**config.mk**
```make
export PLATFORM = sky130hd
export DESIGN_NAME = gbn_link_sender
export DESIGN_NICKNAME = d
export VERILOG_FILES = /design/src/rtl/gbn_pkg.sv /design/src/rtl/gbn_replay_store.sv /design/src/rtl/gbn_seq_ctrl.sv /design/src/rtl/gbn_link_sender.sv
export SDC_FILE = /design/constraint.sdc
export NUM_CORES = 1
export LEC_CHECK = 0
export BUFFER_PORTS_ARGS = -buffer_cell sky130_fd_sc_hd__buf_2
export CORE_MARGIN = 3
export CORE_UTILIZATION = 46
export DETAILED_ROUTE_END_ITERATION = 12
export GPL_TIMING_DRIVEN = 0
export PLACE_DENSITY = 0.62
export SLEW_MARGIN = 25
export SYNTH_ARGS = -nofsm -noshare
export SYNTH_HDL_FRONTEND = slang
export SYNTH_HIERARCHICAL = 1
export SYNTH_SLANG_ARGS = --single-unit
```
**constraint.sdc**
```tcl
create_clock -name clk -period 8.01 [get_ports clk]
set_input_delay 2.403 -clock clk [delete_from_list [all_inputs] [get_ports clk]]
set_output_delay 2.403 -clock clk [all_outputs]
set_load 0.1 [all_outputs]
```
**src/rtl/gbn_pkg.sv**
```systemverilog
package gbn_pkg;

   typedef enum logic {
      ACK_POS = 1'b0,
      ACK_NEG = 1'b1
   } ack_kind_e;

   // smallest power of two not below v
   function automatic int unsigned pow2_ceil(input int unsigned v);
      int unsigned r;
      r = 1;
      for (int i = 0; i < 31; i++) begin
         if (r < v) r = r << 1;
      end
      return r;
   endfunction

endpackage

```
**src/rtl/gbn_replay_store.sv**
```systemverilog
module gbn_replay_store #(
   parameter int FLIT_W = 16,
   parameter int DEPTH  = 8,
   localparam int IDX_W = $clog2(DEPTH)
) (
   input  logic              clk,
   input  logic              wr_en,
   input  logic [IDX_W-1:0]  wr_idx,
   input  logic [FLIT_W-1:0] wr_data,
   input  logic [IDX_W-1:0]  rd_idx,
   output logic [FLIT_W-1:0] rd_data
);

   logic [DEPTH-1:0][FLIT_W-1:0] slots;

   for (genvar e = 0; e < DEPTH; e++) begin : g_slot
      logic [FLIT_W-1:0] q;
      always_ff @(posedge clk) begin
         if (wr_en && (wr_idx == IDX_W'(e))) q <= wr_data;
      end
      assign slots[e] = q;
   end

   assign rd_data = slots[rd_idx];

endmodule

```
**src/rtl/gbn_seq_ctrl.sv**
```systemverilog
module gbn_seq_ctrl #(
   parameter int DEPTH  = 8,
   localparam int SEQ_W = $clog2(DEPTH) + 1
) (
   input  logic             clk,
   input  logic             rst_n,
   input  logic             in_valid,
   output logic             in_ready,
   output logic             wr_en,
   output logic [SEQ_W-1:0] wr_seq,
   output logic             out_valid,
   output logic [SEQ_W-1:0] send_seq,
   input  logic             ack_valid,
   input  gbn_pkg::ack_kind_e ack_kind,
   input  logic [SEQ_W-1:0] ack_seq
);
   import gbn_pkg::*;

   localparam logic [SEQ_W-1:0] DEPTH_V = SEQ_W'(DEPTH);

   logic [SEQ_W-1:0] oldest_q, send_q, tail_q;
   logic             replay_q;
   logic [SEQ_W-1:0] held, sent, ack_off;
   logic             pos_ok, neg_ok, full;

   assign held    = tail_q - oldest_q;
   assign sent    = send_q - oldest_q;
   assign ack_off = ack_seq - oldest_q;
   assign full    = (held == DEPTH_V);

   assign out_valid = (send_q != tail_q);
   assign send_seq  = send_q;
   assign wr_seq    = tail_q;
   assign in_ready  = !full && !replay_q;
   assign wr_en     = in_valid && in_ready;

   assign pos_ok = ack_valid && (ack_kind == ACK_POS) && (ack_off == '0) && (sent != '0);
   assign neg_ok = ack_valid && (ack_kind == ACK_NEG) && (ack_off < sent);

   always_ff @(posedge clk or negedge rst_n) begin
      if (!rst_n) begin
         oldest_q <= '0;
         send_q   <= '0;
         tail_q   <= '0;
         replay_q <= 1'b0;
      end else begin
         if (wr_en) tail_q <= tail_q + 1'b1;
         if (neg_ok) begin
            oldest_q <= ack_seq;
            send_q   <= ack_seq;
            replay_q <= 1'b1;
         end else begin
            if (pos_ok)    oldest_q <= oldest_q + 1'b1;
            if (out_valid) send_q   <= send_q + 1'b1;
            if (replay_q && (send_q + 1'b1 == tail_q)) replay_q <= 1'b0;
         end
      end
   end

   // the window never holds more than DEPTH flits, and never more sent than held
   assert_no_overflow_R5: assert property (@(posedge clk) disable iff (!rst_n)
      (held <= DEPTH_V) && (sent <= held));

   // without a rewind, the transmit sequence steps by exactly one
   assert_seq_step_R2: assert property (@(posedge clk) disable iff (!rst_n)
      (out_valid && !neg_ok) |=> (!out_valid || (send_seq == SEQ_W'($past(send_seq) + 1'b1))));

   // an accepted rewind presents the reported flit on the next cycle
   assert_rewind_target_R6: assert property (@(posedge clk) disable iff (!rst_n)
      neg_ok |=> (out_valid && (send_seq == $past(ack_seq))));

   // during a replay there is always something left to resend
   assert_replay_pending_R8: assert property (@(posedge clk) disable iff (!rst_n)
      replay_q |-> out_valid);

   // a freed entry must already have been sent
   assert_release_sent_R3: assert property (@(posedge clk) disable iff (!rst_n)
      pos_ok |=> (oldest_q != tail_q || send_q == tail_q));

endmodule

```
**src/rtl/gbn_link_sender.sv**
```systemverilog
module gbn_link_sender
   import gbn_pkg::*;
#(
   parameter int FLIT_W     = 16,
   parameter int HOP_STAGES = 2,
   parameter int LOGIC_LAT  = 2,
   localparam int DEPTH     = int'(pow2_ceil(2 * HOP_STAGES + LOGIC_LAT)),
   localparam int IDX_W     = $clog2(DEPTH),
   localparam int SEQ_W     = IDX_W + 1
) (
   input  logic              clk,
   input  logic              rst_n,
   input  logic              in_valid,
   output logic              in_ready,
   input  logic [FLIT_W-1:0] in_flit,
   output logic              out_valid,
   output logic [FLIT_W-1:0] out_flit,
   output logic [SEQ_W-1:0]  out_seq,
   input  logic              ack_valid,
   input  logic              ack_is_nack,
   input  logic [SEQ_W-1:0]  ack_seq
);

   if (FLIT_W < 1) begin : g_bad_width
      $error("FLIT_W must be positive");
   end
   if (HOP_STAGES < 1 || LOGIC_LAT < 0) begin : g_bad_latency
      $error("HOP_STAGES must be at least 1 and LOGIC_LAT non-negative");
   end

   logic             wr_en;
   logic [SEQ_W-1:0] wr_seq;
   logic [SEQ_W-1:0] send_seq;
   ack_kind_e        ack_kind;

   assign ack_kind = ack_is_nack ? ACK_NEG : ACK_POS;
   assign out_seq  = send_seq;

   gbn_seq_ctrl #(.DEPTH(DEPTH)) u_ctrl (
      .clk       (clk),
      .rst_n     (rst_n),
      .in_valid  (in_valid),
      .in_ready  (in_ready),
      .wr_en     (wr_en),
      .wr_seq    (wr_seq),
      .out_valid (out_valid),
      .send_seq  (send_seq),
      .ack_valid (ack_valid),
      .ack_kind  (ack_kind),
      .ack_seq   (ack_seq)
   );

   gbn_replay_store #(.FLIT_W(FLIT_W), .DEPTH(DEPTH)) u_store (
      .clk     (clk),
      .wr_en   (wr_en),
      .wr_idx  (wr_seq[IDX_W-1:0]),
      .wr_data (in_flit),
      .rd_idx  (send_seq[IDX_W-1:0]),
      .rd_data (out_flit)
   );

endmodule

```
Word level (Yosys, flattened, before mapping)
Index checks and enable logic that the tools add are counted.
- output and inout port bits: 22
- input port bits: 25
- register bits: 141
- word-level logic and storage cells: 64
- multiplexer cells: 9
- add/subtract/negate cells: 6
- equal/unequal tests: 10
- order comparisons: 2
- bitwise logic cells: 1
- reductions and logical operators: 24
- operators with widths (cell ; number):
    $bmux W16 S3 ; 1
    $logic_and A1 B1 Y1 ; 16
    $mux W16 ; 1
    $mux W4 ; 4
    $add A4 B1 Y4 const B ; 3
    $eq A3 B3 Y1 const B ; 4
    $sub A4 B4 Y4 ; 3
    $eq A3 B2 Y1 const B ; 2
    $reduce_bool A2 Y1 ; 3
    $eq A4 B4 Y1 ; 1
    $eq A4 B4 Y1 const B ; 1
    $logic_not A4 Y1 ; 1
    $lt A3 B4 Y1 const B ; 1
    $lt A4 B4 Y1 ; 1
    $ne A4 B4 Y1 ; 1
    $reduce_bool A4 Y1 ; 1
    $eq A3 B1 Y1 const B ; 1
    $logic_not A3 Y1 ; 1
    $mux W1 ; 3
    $logic_not A1 Y1 ; 2
    $not A1 Y1 ; 1

Logic depth before layout (Yosys ltp)
- depth in word-level cells: 7
- depth in mapped cells: 12
- gate-level depth less buffers: 11

By module
The synthesis kept the hierarchy.
- modules (own cells, without submodules) (module ; seq. area each (um^2) ; instances ; area an instance (um^2) ; cells each):
    gbn_replay_store ; 3843.7 ; 1 ; 4973.5 ; 198
    gbn_seq_ctrl ; 325.3 ; 1 ; 1133.6 ; 120

Worst setup path before layout
Ideal clock, no wire load.
- path kind: reg-to-output
- start: register u_ctrl.tail_q[1], in the netlist u_ctrl/wr_seq[1]
- end: output in_ready
- stages on the path, launching flop included: 6
- arrival: 3.018 ns
- data required time: 5.607 ns
- buffers on the path: 0
- slack: 2.589 ns
- path through: dfrtp_1 ha_1 nor2b_1 o21a_1 or3_4 a31oi_1
- word-level cells in the longest chain between the ends: 4
- ends and longest elaborated chain (element ; RTL line ; RTL):
    start: declaration ; gbn_seq_ctrl.sv:21 ; logic [SEQ_W-1:0] oldest_q, send_q, tail_q;
    start signal: assignment ; gbn_seq_ctrl.sv:47 ; if (wr_en) tail_q <= tail_q + 1'b1;
    $sub A4 B4 Y4 ; gbn_seq_ctrl.sv:26 ; assign held = tail_q - oldest_q;
    $eq A4 B4 Y1 ; gbn_seq_ctrl.sv:29 ; assign full = (held == DEPTH_V);
    $logic_not A1 Y1 ; gbn_seq_ctrl.sv:34 ; assign in_ready = !full && !replay_q;
    $logic_and A1 B1 Y1 ; gbn_seq_ctrl.sv:34 ;
    end: declaration ; gbn_link_sender.sv:14 ; output logic in_ready,
Every way passes these cells.

Worst setup path in the final report
- start: register u_ctrl.send_q[2], in the netlist u_ctrl/send_seq[2]
- end: output out_flit[9]
- word-level cells in the longest chain between the ends: 2
- ends and longest elaborated chain (element ; RTL line ; RTL):
    start: declaration ; gbn_seq_ctrl.sv:21 ;
    start signal: assignment ; gbn_seq_ctrl.sv:50 ; send_q <= ack_seq;
    start signal: assignment ; gbn_seq_ctrl.sv:54 ; if (out_valid) send_q <= send_q + 1'b1;
    $bmux W16 S3 ; gbn_replay_store.sv:24 ; assign rd_data = slots[rd_idx];
    $mux W16 (not written as such) ; gbn_replay_store.sv:24 ;
    end: declaration ; gbn_link_sender.sv:17 ; output logic [FLIT_W-1:0] out_flit,
Every way passes these cells. The select of a mux whose other input is x is not followed.

==> results by group <==
STA
  – Final Max Slew Viols: 0
  – Slew @ Worst Pin: around 0.8 ns
  – Unrepaired setup endpoints after global routing: false
  – Worst Skew: around 0.0056 ns
  – Slew headroom: 47.66%
  – Maximum clock frequency: 196.8 MHz
  – Tcrit/Tclk final: 63.42%
  – Post-route minimum period: ~5.1 ns
  – Final hold violation count: 0
  – Final TNS setup: 0 ns
  – Final setup viols: 0

Logic synthesis
  – FFs w/ async S/R, synth: under 10%
  – Syn_area_per_cell: approximately 19 sq um
  – Most area-hungry cell type in the Yosys netlist: edfxtp_1
  – Ranking of synthesized cells by area: edfxtp_1 63%, mux4_1 12%, dfrtp_1 5.3%
  – Seq cells post-synth: 141
  – Synth Flop Type: edfxtp_1
  – Register area share after synthesis: about two thirds
  – Post-Syn Area: approximately 0.0061 sq mm
  – Syn Inst Count: about 320
  – Syn nets: 360
  – Post-synth EDFFs: ~130
  – Netlist cell types: 36
  – Post-synth top area share: a little over three fifths
  – Yosys warns: 6
  – List of most frequent post-synthesis cells: 128 x edfxtp_1, 28 x mux4_1, 16 x mux2_2, 16 x xnor2_1, 15 x ha_1
  – Count leader, synth: edfxtp_1

Route
  – Routed len/inst: between 15 and 20 um
  – # DRC: 0
  – Vias per inst: 5.405
  – Starting DRT DRC Count: 195
  – Total wire length: 11220 um
  – Via count: between 3000 and 4000
  – DRT antenna net count: 0
  – 1st-pass router iterations: 4

Placement
  – Total placed cells including tap cells: about 540
  – Detailed placement HPWL: ~7500 um
  – Port Buffers: 46
  – Placed Area: 0.006664 sq mm
  – GPL Wtd Cong: between 0.7 and 0.8

Floorplanning
  – Die Y: approximately 120 um
  – Die Wd: ~120 um
  – Core area: roughly 0.013 sq mm
  – DIE AREA: about 0.015 sq mm
  – Row count: between 40 and 50
  – Initial cell density of the core: between 40% and 50%
  – I/O pins: 47

Setup path
  – Critical Path Start Type: flip-flop
  – Crit path max fanout: 10
  – Critical path type: reg2out
  – Worst setup EP type: output pin
  – Crit path arrival time: 2.68 ns
  – Worst Path Required: 5.61 ns
  – Reg2reg setup slack: around 4.6 ns

Layout
  – Fin cells: ~580
  – Reg area: between 0.004 and 0.005 sq mm
  – Area of the multi-input gates: 0.001861 sq mm
  – ANT cells: 0
  – Layout cell share with drive strength beyond 1: 29.03%
  – Nets@finish: between 400 and 500
  – Fillers: 1031
  – Post-route cell area: slightly above 0.007 sq mm
  – Area Overhead vs Synth: 18.50%

CTS
  – Longest Clk Path Bufs: 2
  – Cts hold-fix bufs: 0
  – Clk_lat worst skew: slightly above 0.4 ns
  – PostCTS Resize Cnt: 0
  – Num CTS Buffers: 17
  – Clk sinks: between 100 and 150
  – H-Tree Depth: 4
  – Clk root buf: clkbuf_16
  – CTS tree: yes
  – # Post-CTS Setup Buffers: 0
  – Worst-path clk slew: approximately 0.060 ns

GRT
  – Pin count of the biggest net entering global routing: 17
  – First-pass GRT wire length: between 15000 and 20000 um
  – Antenna violations before repair: 0
  – Gr usage total: 16.53%
  – Vias in the first global route: between 3000 and 4000
  – Gr ovfl total: 0

Outcome
  – Outcome: finished, final reports clean

Job
  – Total of max-cap violations: 0

Hold path
  – Worst hold path type: reg2reg
[logic make-up (layout without fill, tap and decap cells)]
| group | count (synthesis) | in the layout | synth area share [%] |
|---|---|---|---|
| buffers and inverters | 23 | 108 | 1.926 |
| AO/OA/AOI/OAI | 22 | 22 | 2.459 |
| adder cells (fa/ha/maj) | 17 | 17 | 3.729 |
| multiplexers | 51 | 51 | 16.98 |
| XOR/XNOR | 23 | 23 | 3.298 |
| flip-flops | 141 | 141 | 68.26 |
| AND/OR/NAND/NOR | 41 | 41 | 3.340 |
[final cells by class]
cell class                 count  area share (%)
clock buffer                  18           5.930
tap                          172           2.974
clock inverter                14           1.988
inverter                      13          0.6743
sequential                   141           57.61
timing repair buffer          53           4.167
buffer                        10          0.9509
multi-input combinational    154           25.71
[sequential cells by signal, summed over array words and instances (netlist names)]
signal,flops
u_ctrl/oldest_q,4
u_ctrl/replay_q,1
u_ctrl/send_seq,4
u_ctrl/wr_seq,4
u_store/g_slot.q,128
[placed cells by master (no fill, tap or decap), drive strengths merged, types with 2 or more instances in the layout]
cell type	netlist	layout
fa	2	2
buf	8	61
inv	13	16
clkbuf	2	20
nor3	3	3
edfxtp	128	128
nor2	13	13
mux2	17	17
bufinv	0	2
clkinvlp	0	3
o21ai	5	5
and3	2	2
a31oi	2	2
nor2b	2	2
mux2i	2	2
xor2	7	7
nand2	8	8
nand3	4	4
xnor2	16	16
dfrtp	13	13
clkinv	0	6
a21oi	9	9
nand2b	5	5
ha	15	15
mux4	32	32
[final timing paths]
check / start / endpoint / cells past startpoint
setup / recovery: u_ctrl/send_seq[2]$_DFFE_PN0P_ / out_flit[9] / 4
hold / removal: u_ctrl/wr_seq[3]$_DFFE_PN0P_ / u_ctrl/wr_seq[3]$_DFFE_PN0P_ / 1
setup reg to reg: u_ctrl/oldest_q[1]$_DFFE_PN0P_ / u_store/g_slot[1].q[7]$_DFFE_PP_ / 9
hold reg to reg: u_ctrl/wr_seq[3]$_DFFE_PN0P_ / u_ctrl/wr_seq[3]$_DFFE_PN0P_ / 1
max in group asynchronous: rst_n / u_ctrl/send_seq[2]$_DFFE_PN0P_ / 1
min in group asynchronous: rst_n / u_ctrl/send_seq[3]$_DFFE_PN0P_ / 1
[metrics by stage]
stage | setup WS (ns) | utilization [%] | hold slack [ns]
detailed placement | 3.124 | 51.96 | 0.5243
global route | 2.821 | 56.43 | 0.6024
floorplan | 2.589 | - | 0.5014
finish | 2.930 | 56.43 | 0.5315
global placement | 2.269 | 51.09 | 0.5208
CTS | 2.895 | 56.43 | 0.5378
[worst max-delay path: stages, from the launching register on]
cell	delay, ns
dfrtp_1	0.62
buf_1	0.62
mux4_1	0.43
mux2_2	0.30
buf_2	0.30
[metal layers]
metal	vias to the layer above	share of wire [%]	track usage (%)
li1	1435	-	-
met4	0	1.4	6.513
met3	14	3.0	4.009
met2	49	48	24.80
met5	-	0	0
met1	1610	47	23.54
Power is not shown: default switching activity piles up to over one toggle a cycle in this logic, so the estimate is an artifact.
